**config.mk**
```make
export PLATFORM = sky130hd
export DESIGN_NAME = rtcal_top
export DESIGN_NICKNAME = d
export VERILOG_FILES = /design/src/rtl/rtcal_pkg.sv /design/src/rtl/rtcal_entry_check.sv /design/src/rtl/rtcal_alarm_match.sv /design/src/rtl/rtcal_irq_ctrl.sv /design/src/rtl/rtcal_top.sv
export SDC_FILE = /design/constraint.sdc
export NUM_CORES = 1
export LEC_CHECK = 0
export BUFFER_PORTS_ARGS = -buffer_cell sky130_fd_sc_hd__buf_2
export CORE_UTILIZATION = 49
export CTS_CLUSTER_SIZE = 40
export DETAILED_ROUTE_END_ITERATION = 8
export HOLD_SLACK_MARGIN = 0.02
export PLACE_DENSITY = 0.89
export SYNTH_ARGS = -nofsm -noshare
export SYNTH_HDL_FRONTEND = slang
export SYNTH_SLANG_ARGS = --single-unit
```
**constraint.sdc**
```tcl
create_clock -name clk -period 2.55 [get_ports clk]
set_input_delay 0.255 -clock clk [delete_from_list [all_inputs] [get_ports clk]]
set_output_delay 0.255 -clock clk [all_outputs]
set_load 0.05 [all_outputs]
```
**src/rtl/rtcal_pkg.sv**
```systemverilog
package rtcal_pkg;

    localparam int NSRC    = 5;
    localparam int WORD_W  = 32;
    localparam int NCHK    = 4;

    localparam int SRC_UPD = 0;
    localparam int SRC_ALM = 1;
    localparam int SRC_SEC = 2;
    localparam int SRC_TIM = 3;
    localparam int SRC_CAL = 4;

    localparam int BAD_TIME = 0;
    localparam int BAD_CAL  = 1;
    localparam int BAD_TALM = 2;
    localparam int BAD_CALM = 3;

    typedef enum logic [2:0] {
        RA_TIME_ALM = 3'd0,
        RA_CAL_ALM  = 3'd1,
        RA_IRQ_SET  = 3'd2,
        RA_IRQ_CLR  = 3'd3,
        RA_STAT_CLR = 3'd4
    } reg_addr_e;

    typedef struct packed {
        logic [5:0] hour;
        logic [6:0] min;
        logic [6:0] sec;
    } time_f_t;

    typedef struct packed {
        logic [5:0] date;
        logic [4:0] mon;
    } cal_f_t;

    typedef struct packed {
        logic    hour_en;
        logic    min_en;
        logic    sec_en;
        time_f_t val;
    } talm_f_t;

    typedef struct packed {
        logic   date_en;
        logic   mon_en;
        cal_f_t val;
    } calm_f_t;

    function automatic logic bcd_in_range(input logic [7:0] v,
                                          input logic [7:0] lo,
                                          input logic [7:0] hi);
        return (v[3:0] <= 4'd9) && (v >= lo) && (v <= hi);
    endfunction

endpackage

```
**src/rtl/rtcal_entry_check.sv**
```systemverilog
module rtcal_entry_check
    import rtcal_pkg::*;
(
    input  logic [WORD_W-1:0] cur_time,
    input  logic [WORD_W-1:0] cur_cal,
    input  logic [WORD_W-1:0] talm_w,
    input  logic [WORD_W-1:0] calm_w,
    output logic [NCHK-1:0]   bad
);

    logic t_sec_ok, t_min_ok, t_hour_ok, t_rsv;
    logic c_cent_ok, c_year_ok, c_day_ok, c_mon_ok, c_date_ok, c_rsv;
    logic a_sec_ok, a_min_ok, a_hour_ok, a_rsv;
    logic m_mon_ok, m_date_ok, m_rsv;

    always_comb begin
        t_sec_ok  = bcd_in_range({1'b0, cur_time[6:0]},   8'h00, 8'h59);
        t_min_ok  = bcd_in_range({1'b0, cur_time[14:8]},  8'h00, 8'h59);
        t_hour_ok = bcd_in_range({2'b0, cur_time[21:16]}, 8'h00, 8'h23);
        t_rsv     = cur_time[7] | cur_time[15] | (|cur_time[31:22]);

        c_cent_ok = bcd_in_range({1'b0, cur_cal[6:0]},   8'h00, 8'h79);
        c_year_ok = bcd_in_range(cur_cal[15:8],          8'h00, 8'h99);
        c_mon_ok  = bcd_in_range({3'b0, cur_cal[20:16]}, 8'h01, 8'h12);
        c_day_ok  = (cur_cal[23:21] != 3'd0);
        c_date_ok = bcd_in_range({2'b0, cur_cal[29:24]}, 8'h01, 8'h31);
        c_rsv     = cur_cal[7] | (|cur_cal[31:30]);

        a_sec_ok  = bcd_in_range({1'b0, talm_w[6:0]},   8'h00, 8'h59);
        a_min_ok  = bcd_in_range({1'b0, talm_w[14:8]},  8'h00, 8'h59);
        a_hour_ok = bcd_in_range({2'b0, talm_w[21:16]}, 8'h00, 8'h23);
        a_rsv     = talm_w[22] | (|talm_w[31:24]);

        m_mon_ok  = bcd_in_range({3'b0, calm_w[20:16]}, 8'h01, 8'h12);
        m_date_ok = bcd_in_range({2'b0, calm_w[29:24]}, 8'h01, 8'h31);
        m_rsv     = calm_w[30] | (|calm_w[22:21]) | (|calm_w[15:0]);

        bad[BAD_TIME] = !(t_sec_ok && t_min_ok && t_hour_ok) || t_rsv;
        bad[BAD_CAL]  = !(c_cent_ok && c_year_ok && c_mon_ok && c_day_ok && c_date_ok) || c_rsv;
        bad[BAD_TALM] = (talm_w[7]  && !a_sec_ok)  ||
                        (talm_w[15] && !a_min_ok)  ||
                        (talm_w[23] && !a_hour_ok) || a_rsv;
        bad[BAD_CALM] = (calm_w[23] && !m_mon_ok)  ||
                        (calm_w[31] && !m_date_ok) || m_rsv;
    end

endmodule

```
**src/rtl/rtcal_alarm_match.sv**
```systemverilog
module rtcal_alarm_match
    import rtcal_pkg::*;
(
    input  logic    clk,
    input  logic    rst,
    input  time_f_t now_t,
    input  cal_f_t  now_c,
    input  talm_f_t talm,
    input  calm_f_t calm,
    input  logic    suppress,
    output logic    alarm_evt
);

    logic any_en;
    logic fields_eq;
    logic match_c;
    logic match_q;

    always_comb begin
        any_en = talm.sec_en | talm.min_en | talm.hour_en | calm.mon_en | calm.date_en;
        fields_eq = (!talm.sec_en  || (talm.val.sec  == now_t.sec))  &&
                    (!talm.min_en  || (talm.val.min  == now_t.min))  &&
                    (!talm.hour_en || (talm.val.hour == now_t.hour)) &&
                    (!calm.mon_en  || (calm.val.mon  == now_c.mon))  &&
                    (!calm.date_en || (calm.val.date == now_c.date));
        match_c   = any_en && fields_eq && !suppress;
        alarm_evt = match_c && !match_q;
    end

    always_ff @(posedge clk) begin
        if (rst) match_q <= 1'b0;
        else     match_q <= match_c;
    end

    AST_ALARM_SINGLE: assert property (@(posedge clk) disable iff (rst)
        alarm_evt |=> !alarm_evt);

endmodule

```
**src/rtl/rtcal_irq_ctrl.sv**
```systemverilog
module rtcal_irq_ctrl
    import rtcal_pkg::*;
#(
    parameter int N = NSRC
) (
    input  logic         clk,
    input  logic         rst,
    input  logic [N-1:0] set_ev,
    input  logic [N-1:0] clr_st,
    input  logic [N-1:0] msk_set,
    input  logic [N-1:0] msk_clr,
    output logic [N-1:0] status,
    output logic [N-1:0] mask,
    output logic         irq
);

    for (genvar i = 0; i < N; i++) begin : g_src
        logic st_r;
        logic mk_r;

        always_ff @(posedge clk) begin
            if (rst) begin
                st_r <= 1'b0;
                mk_r <= 1'b0;
            end else begin
                st_r <= set_ev[i] | (st_r & ~clr_st[i]);
                mk_r <= msk_set[i] | (mk_r & ~msk_clr[i]);
            end
        end

        assign status[i] = st_r;
        assign mask[i]   = mk_r;

        AST_SET_WINS: assert property (@(posedge clk) disable iff (rst)
            set_ev[i] |=> status[i]);
        AST_CLR_TAKES: assert property (@(posedge clk) disable iff (rst)
            (clr_st[i] && !set_ev[i]) |=> !status[i]);
        AST_MASK_SET: assert property (@(posedge clk) disable iff (rst)
            (msk_set[i] && !msk_clr[i]) |=> mask[i]);
        AST_MASK_CLR: assert property (@(posedge clk) disable iff (rst)
            (msk_clr[i] && !msk_set[i]) |=> !mask[i]);
    end

    assign irq = |(status & mask);

    AST_IRQ_QUIET: assert property (@(posedge clk) disable iff (rst)
        (mask == '0) |-> !irq);

endmodule

```
**src/rtl/rtcal_top.sv**
```systemverilog
module rtcal_top
    import rtcal_pkg::*;
(
    input  logic              clk,
    input  logic              rst,
    input  logic [31:0]       cur_time,
    input  logic [31:0]       cur_cal,
    input  logic              ev_upd_ack,
    input  logic              ev_second,
    input  logic              ev_time,
    input  logic              ev_cal,
    input  logic              reg_we,
    input  logic [2:0]        reg_addr,
    input  logic [31:0]       reg_wdata,
    output logic [31:0]       alarm_time_word,
    output logic [31:0]       alarm_cal_word,
    output logic [4:0]        status,
    output logic [4:0]        irq_mask,
    output logic [3:0]        entry_bad,
    output logic              irq
);

    logic [WORD_W-1:0] talm_q, calm_q;
    time_f_t now_t;
    cal_f_t  now_c;
    talm_f_t talm_f;
    calm_f_t calm_f;
    logic    alm_evt;
    logic [NSRC-1:0] set_ev, clr_st, msk_set, msk_clr;

    always_ff @(posedge clk) begin
        if (rst) begin
            talm_q <= '0;
            calm_q <= '0;
        end else if (reg_we) begin
            if (reg_addr == RA_TIME_ALM) talm_q <= reg_wdata;
            if (reg_addr == RA_CAL_ALM)  calm_q <= reg_wdata;
        end
    end

    always_comb begin
        now_t  = '{hour: cur_time[21:16], min: cur_time[14:8], sec: cur_time[6:0]};
        now_c  = '{date: cur_cal[29:24], mon: cur_cal[20:16]};
        talm_f = '{hour_en: talm_q[23], min_en: talm_q[15], sec_en: talm_q[7],
                   val: '{hour: talm_q[21:16], min: talm_q[14:8], sec: talm_q[6:0]}};
        calm_f = '{date_en: calm_q[31], mon_en: calm_q[23],
                   val: '{date: calm_q[29:24], mon: calm_q[20:16]}};

        set_ev          = '0;
        set_ev[SRC_UPD] = ev_upd_ack;
        set_ev[SRC_ALM] = alm_evt;
        set_ev[SRC_SEC] = ev_second;
        set_ev[SRC_TIM] = ev_time;
        set_ev[SRC_CAL] = ev_cal;

        msk_set = (reg_we && reg_addr == RA_IRQ_SET)  ? reg_wdata[NSRC-1:0] : '0;
        msk_clr = (reg_we && reg_addr == RA_IRQ_CLR)  ? reg_wdata[NSRC-1:0] : '0;
        clr_st  = (reg_we && reg_addr == RA_STAT_CLR) ? reg_wdata[NSRC-1:0] : '0;
    end

    rtcal_entry_check u_check (
        .cur_time (cur_time),
        .cur_cal  (cur_cal),
        .talm_w   (talm_q),
        .calm_w   (calm_q),
        .bad      (entry_bad)
    );

    rtcal_alarm_match u_match (
        .clk       (clk),
        .rst       (rst),
        .now_t     (now_t),
        .now_c     (now_c),
        .talm      (talm_f),
        .calm      (calm_f),
        .suppress  (entry_bad[BAD_TALM] | entry_bad[BAD_CALM]),
        .alarm_evt (alm_evt)
    );

    rtcal_irq_ctrl #(.N(NSRC)) u_irq (
        .clk     (clk),
        .rst     (rst),
        .set_ev  (set_ev),
        .clr_st  (clr_st),
        .msk_set (msk_set),
        .msk_clr (msk_clr),
        .status  (status),
        .mask    (irq_mask),
        .irq     (irq)
    );

    assign alarm_time_word = talm_q;
    assign alarm_cal_word  = calm_q;

    AST_ALARM_TO_STATUS: assert property (@(posedge clk) disable iff (rst)
        alm_evt |=> status[SRC_ALM]);
    AST_BAD_BLOCKS_ALARM: assert property (@(posedge clk) disable iff (rst)
        (entry_bad[BAD_TALM] || entry_bad[BAD_CALM]) |-> !alm_evt);
    AST_RESET_CLEAN: assert property (@(posedge clk)
        $past(rst) |-> (status == '0 && irq_mask == '0 && !irq));

endmodule

```
==> reports/qor.csv <==
stage,metric,value,unit
clock_network,# H-tree levels,3,
yosys,ys async rst share,0,%
timing,Setup Skew,0.008655,ns
timing,Setup TNS Final,0,ns
yosys,Post-synth EDFFs,0,
floorplanning,io pins,185,
clock_network,Max Root-Sink Buffers,2,
clock_network,CTS hold repair buffers,0,
placed_design,DP HPWL,8.397,mm
drt,"antenna viol nets, final",0,
timing,"Setup violations, final",0,
drt,drt drc,0,
global_route,total gr overflow,0,
worst_setup_path,crit-path cells,nor4_1 > o211ai_1 > nor3_2 > nand2_1 > buf_2,
global_route,number of global-route vias before repair,3614,
yosys,compound-cell area share of the yosys netlist,17.76,%
yosys,Cell variety after synth,43,
timing,"Slew Viols, Final",0,
clock_network,Clock Latency Late Sink,0.34,ns
clock_network,clk root buf,clkbuf_8,
yosys,synth warn,0,
floorplanning,die area,0.007458,sq mm
worst_setup_path,crit path max-delay cell type,nor4_1,
yosys,Synth Instances,459,
finish,Diodes inserted,0,
placed_design,Placed Cells,708,
placed_design,Final GP Congestion,0.8212,
drt,Vias,3852,
timing,Fin. Hold Viols,0,
drt,routed wire length,10.67,mm
yosys,Seq cells post-synth,75,
yosys,Yosys top cell by area,dfxtp_1,
worst_setup_path,Startpoint Class,flop,
floorplanning,DIE WIDTH,86.36,um
worst_setup_path,worst setup path class,flop to output port,
yosys,Synth Area in XOR/XNOR,7.786,%
power,total power divided by cell area,576.0,mW/mm^2
status,outcome,"complete, no violations",
yosys,sequential fraction of the synthesis area,43.06,%
drt,Pre-antenna DRT Iters,5,
floorplanning,height of the die,86.36,um
worst_hold_path,Worst Hold Class,input pin to flop,
power,total leakage power,2.044,nW
yosys,Main synth FF type,dfxtp_1,
clock_network,setup bufs post-CTS,0,
finish,proportion of layout cells with a drive suffix above 1,33.12,%
global_route,total track usage,29.00,%
yosys,share of the synthesized area in the top cell type,43.06,%
finish,Final Util,67.40,%
timing,Slew headroom,57.40,%
worst_setup_path,Worst setup EP type,output port,
finish,Final Instance Count excl. Fillers,724,
drt,DR WL/cell,14.73,um
finish,Final nets,729,
clock_network,CTS tree,built,
timing,highest clock rate,449.3,MHz
timing,Slew @ Worst Pin,0.6331,ns
global_route,initial antenna violation count,0,
global_route,largest net degree at the start of global routing,33,
yosys,Syn Nets,565,
yosys,Avg Inst Size Synth,7.597,sq um
floorplanning,core area,0.006832,sq mm
clock_network,Sink Count,75,
worst_setup_path,critical path data arrival time,1.97,ns
floorplanning,Initial Util,51.04,%
worst_setup_path,largest stage delay on the critical path,0.58,ns
floorplanning,FP Rows,30,
drt,DR iter-0 viols,243,
timing,Final period util,87.29,%
yosys,synth top area cells,"dfxtp_1 (43%), nand2_1 (16%), a21oi_1 (11%)",
yosys,largest family of logic cells by synthesized area,simple AND/OR/NAND/NOR gates,
yosys,synthesized-area fraction occupied by adder cells,0,%
power,Worst VDD drop,379.9,uV
clock_network,Num CTS Buffers,9,
clock_network,CTS-repair resized insts,0,
placed_design,Buffers on Ports,178,
clock_network,"Clk pin slew, worst setup/hold paths",0.08,ns
yosys,post-synthesis cell area,0.003487,sq mm
yosys,simple-gate share of the synthesized area,26.23,%
yosys,mux share of post-synthesis cell area,0,%
finish,P&R area growth vs syn,32.04,%
global_route,first-pass GRT wire length,16.81,mm
worst_setup_path,endpoint required time on the critical path,2.30,ns
worst_setup_path,CP max FO,3,
run,max-cap viol count,0,
drt,Vias/cell,5.320,
timing,RSZ-0062 raised after global routing,false,
timing,minimum clock period,2.226,ns
[logic make-up (layout without fill, tap and decap cells)]
group,count (synthesis),after routing
xor+xnor,31,31
compound gates,110,110
flops,75,75
simple gates,209,209
buf+inv,34,203
[layout make-up]
class	count	area, sq um
fill	609	2227
clock inverter	6	90.09
inverter	3	11.26
sequential	75	1501
multi-input combinational	350	1818
tap	96	120.1
timing repair buffer	184	935.9
clock buffer	10	127.6
[stage by stage]
step / hold slack [ns] / cell area, sq um / setup slack, ns / power, mW
2_1_floorplan: 0.3724 / 3487 / 0.5219 / 1.521
3_3_place_gp: 0.4231 / 4387 / 0.6800 / 1.676
3_5_place_dp: 0.4497 / 4387 / 0.6352 / 1.686
4_1_cts: 0.1122 / 4604 / 0.3326 / 2.668
5_1_grt: 0.1061 / 4604 / 0.2345 / 2.759
6_report: 0.1182 / 4604 / 0.3241 / 2.652
[synthesized netlist by cell type (all sizes together), types with 4 or more instances]
| master | number |
|---|---|
| nand4 | 8 |
| buf | 14 |
| nor3 | 9 |
| nor4 | 13 |
| nand2 | 148 |
| xor2 | 14 |
| nand3 | 4 |
| dfxtp | 75 |
| clkbuf | 17 |
| nor2 | 20 |
| a22oi | 4 |
| o21ai | 14 |
| a21oi | 76 |
| xnor2 | 17 |
[sequential cells by signal, indices dropped and copies added, names as in the netlist]
register and count:
u_irq.g_src.st_r 5, u_match.match_q 1, u_irq.g_src.mk_r 5, alarm_cal_word 32, alarm_time_word 32
[report_power, final]
part	total (mW)	internal [mW]	switching (mW)
sequential	1.23	1.20	0.0306
clock	0.991	0.553	0.438
combinational	0.431	0.144	0.287
[worst max-delay path, delay by kind of cell (launching register included)]
family / cells / cell delay (ns)
AOI/OAI and AO/OA: 1 / 0.19
buffers and inverters: 1 / 0.21
DFF: 1 / 0.33
and+or+nand+nor: 3 / 0.89
[final timing paths]
check / startpoint / endpoint / slack (ns) / cells past startpoint
max: alarm_cal_word[7] / entry_bad[3] / 0.32 / 5
min: ev_cal / u_irq.g_src[4].st_r / 0.12 / 3
max reg2reg: alarm_cal_word[7] / u_irq.g_src[1].st_r / 0.59 / 5
min reg2reg: u_match.match_q / u_irq.g_src[1].st_r / 0.46 / 1
[cell usage in the layout (no fill, tap or decap), types with 6 or more instances in the layout]
cell type | netlist | layout
nor3_1 | 6 | 6
buf_4 | 10 | 6
o21ai_0 | 12 | 12
clkbuf_8 | 1 | 9
nor4_1 | 10 | 10
xnor2_1 | 17 | 17
nor2_1 | 20 | 20
a21oi_1 | 76 | 76
nand4_1 | 8 | 8
nand2_1 | 148 | 148
buf_2 | 4 | 178
xor2_1 | 14 | 14
dfxtp_1 | 75 | 75
[metal layers]
layer | global-route usage (%) | vias up | share of wire, %
met3 | 5.905 | 16 | 7.9
met1 | 34.11 | 1774 | 41
met2 | 52.53 | 180 | 50
li1 | - | 1882 | -
met5 | 0 | - | 0
met4 | 9.697 | 0 | 1.4
Power figures use the tool's default switching activity.
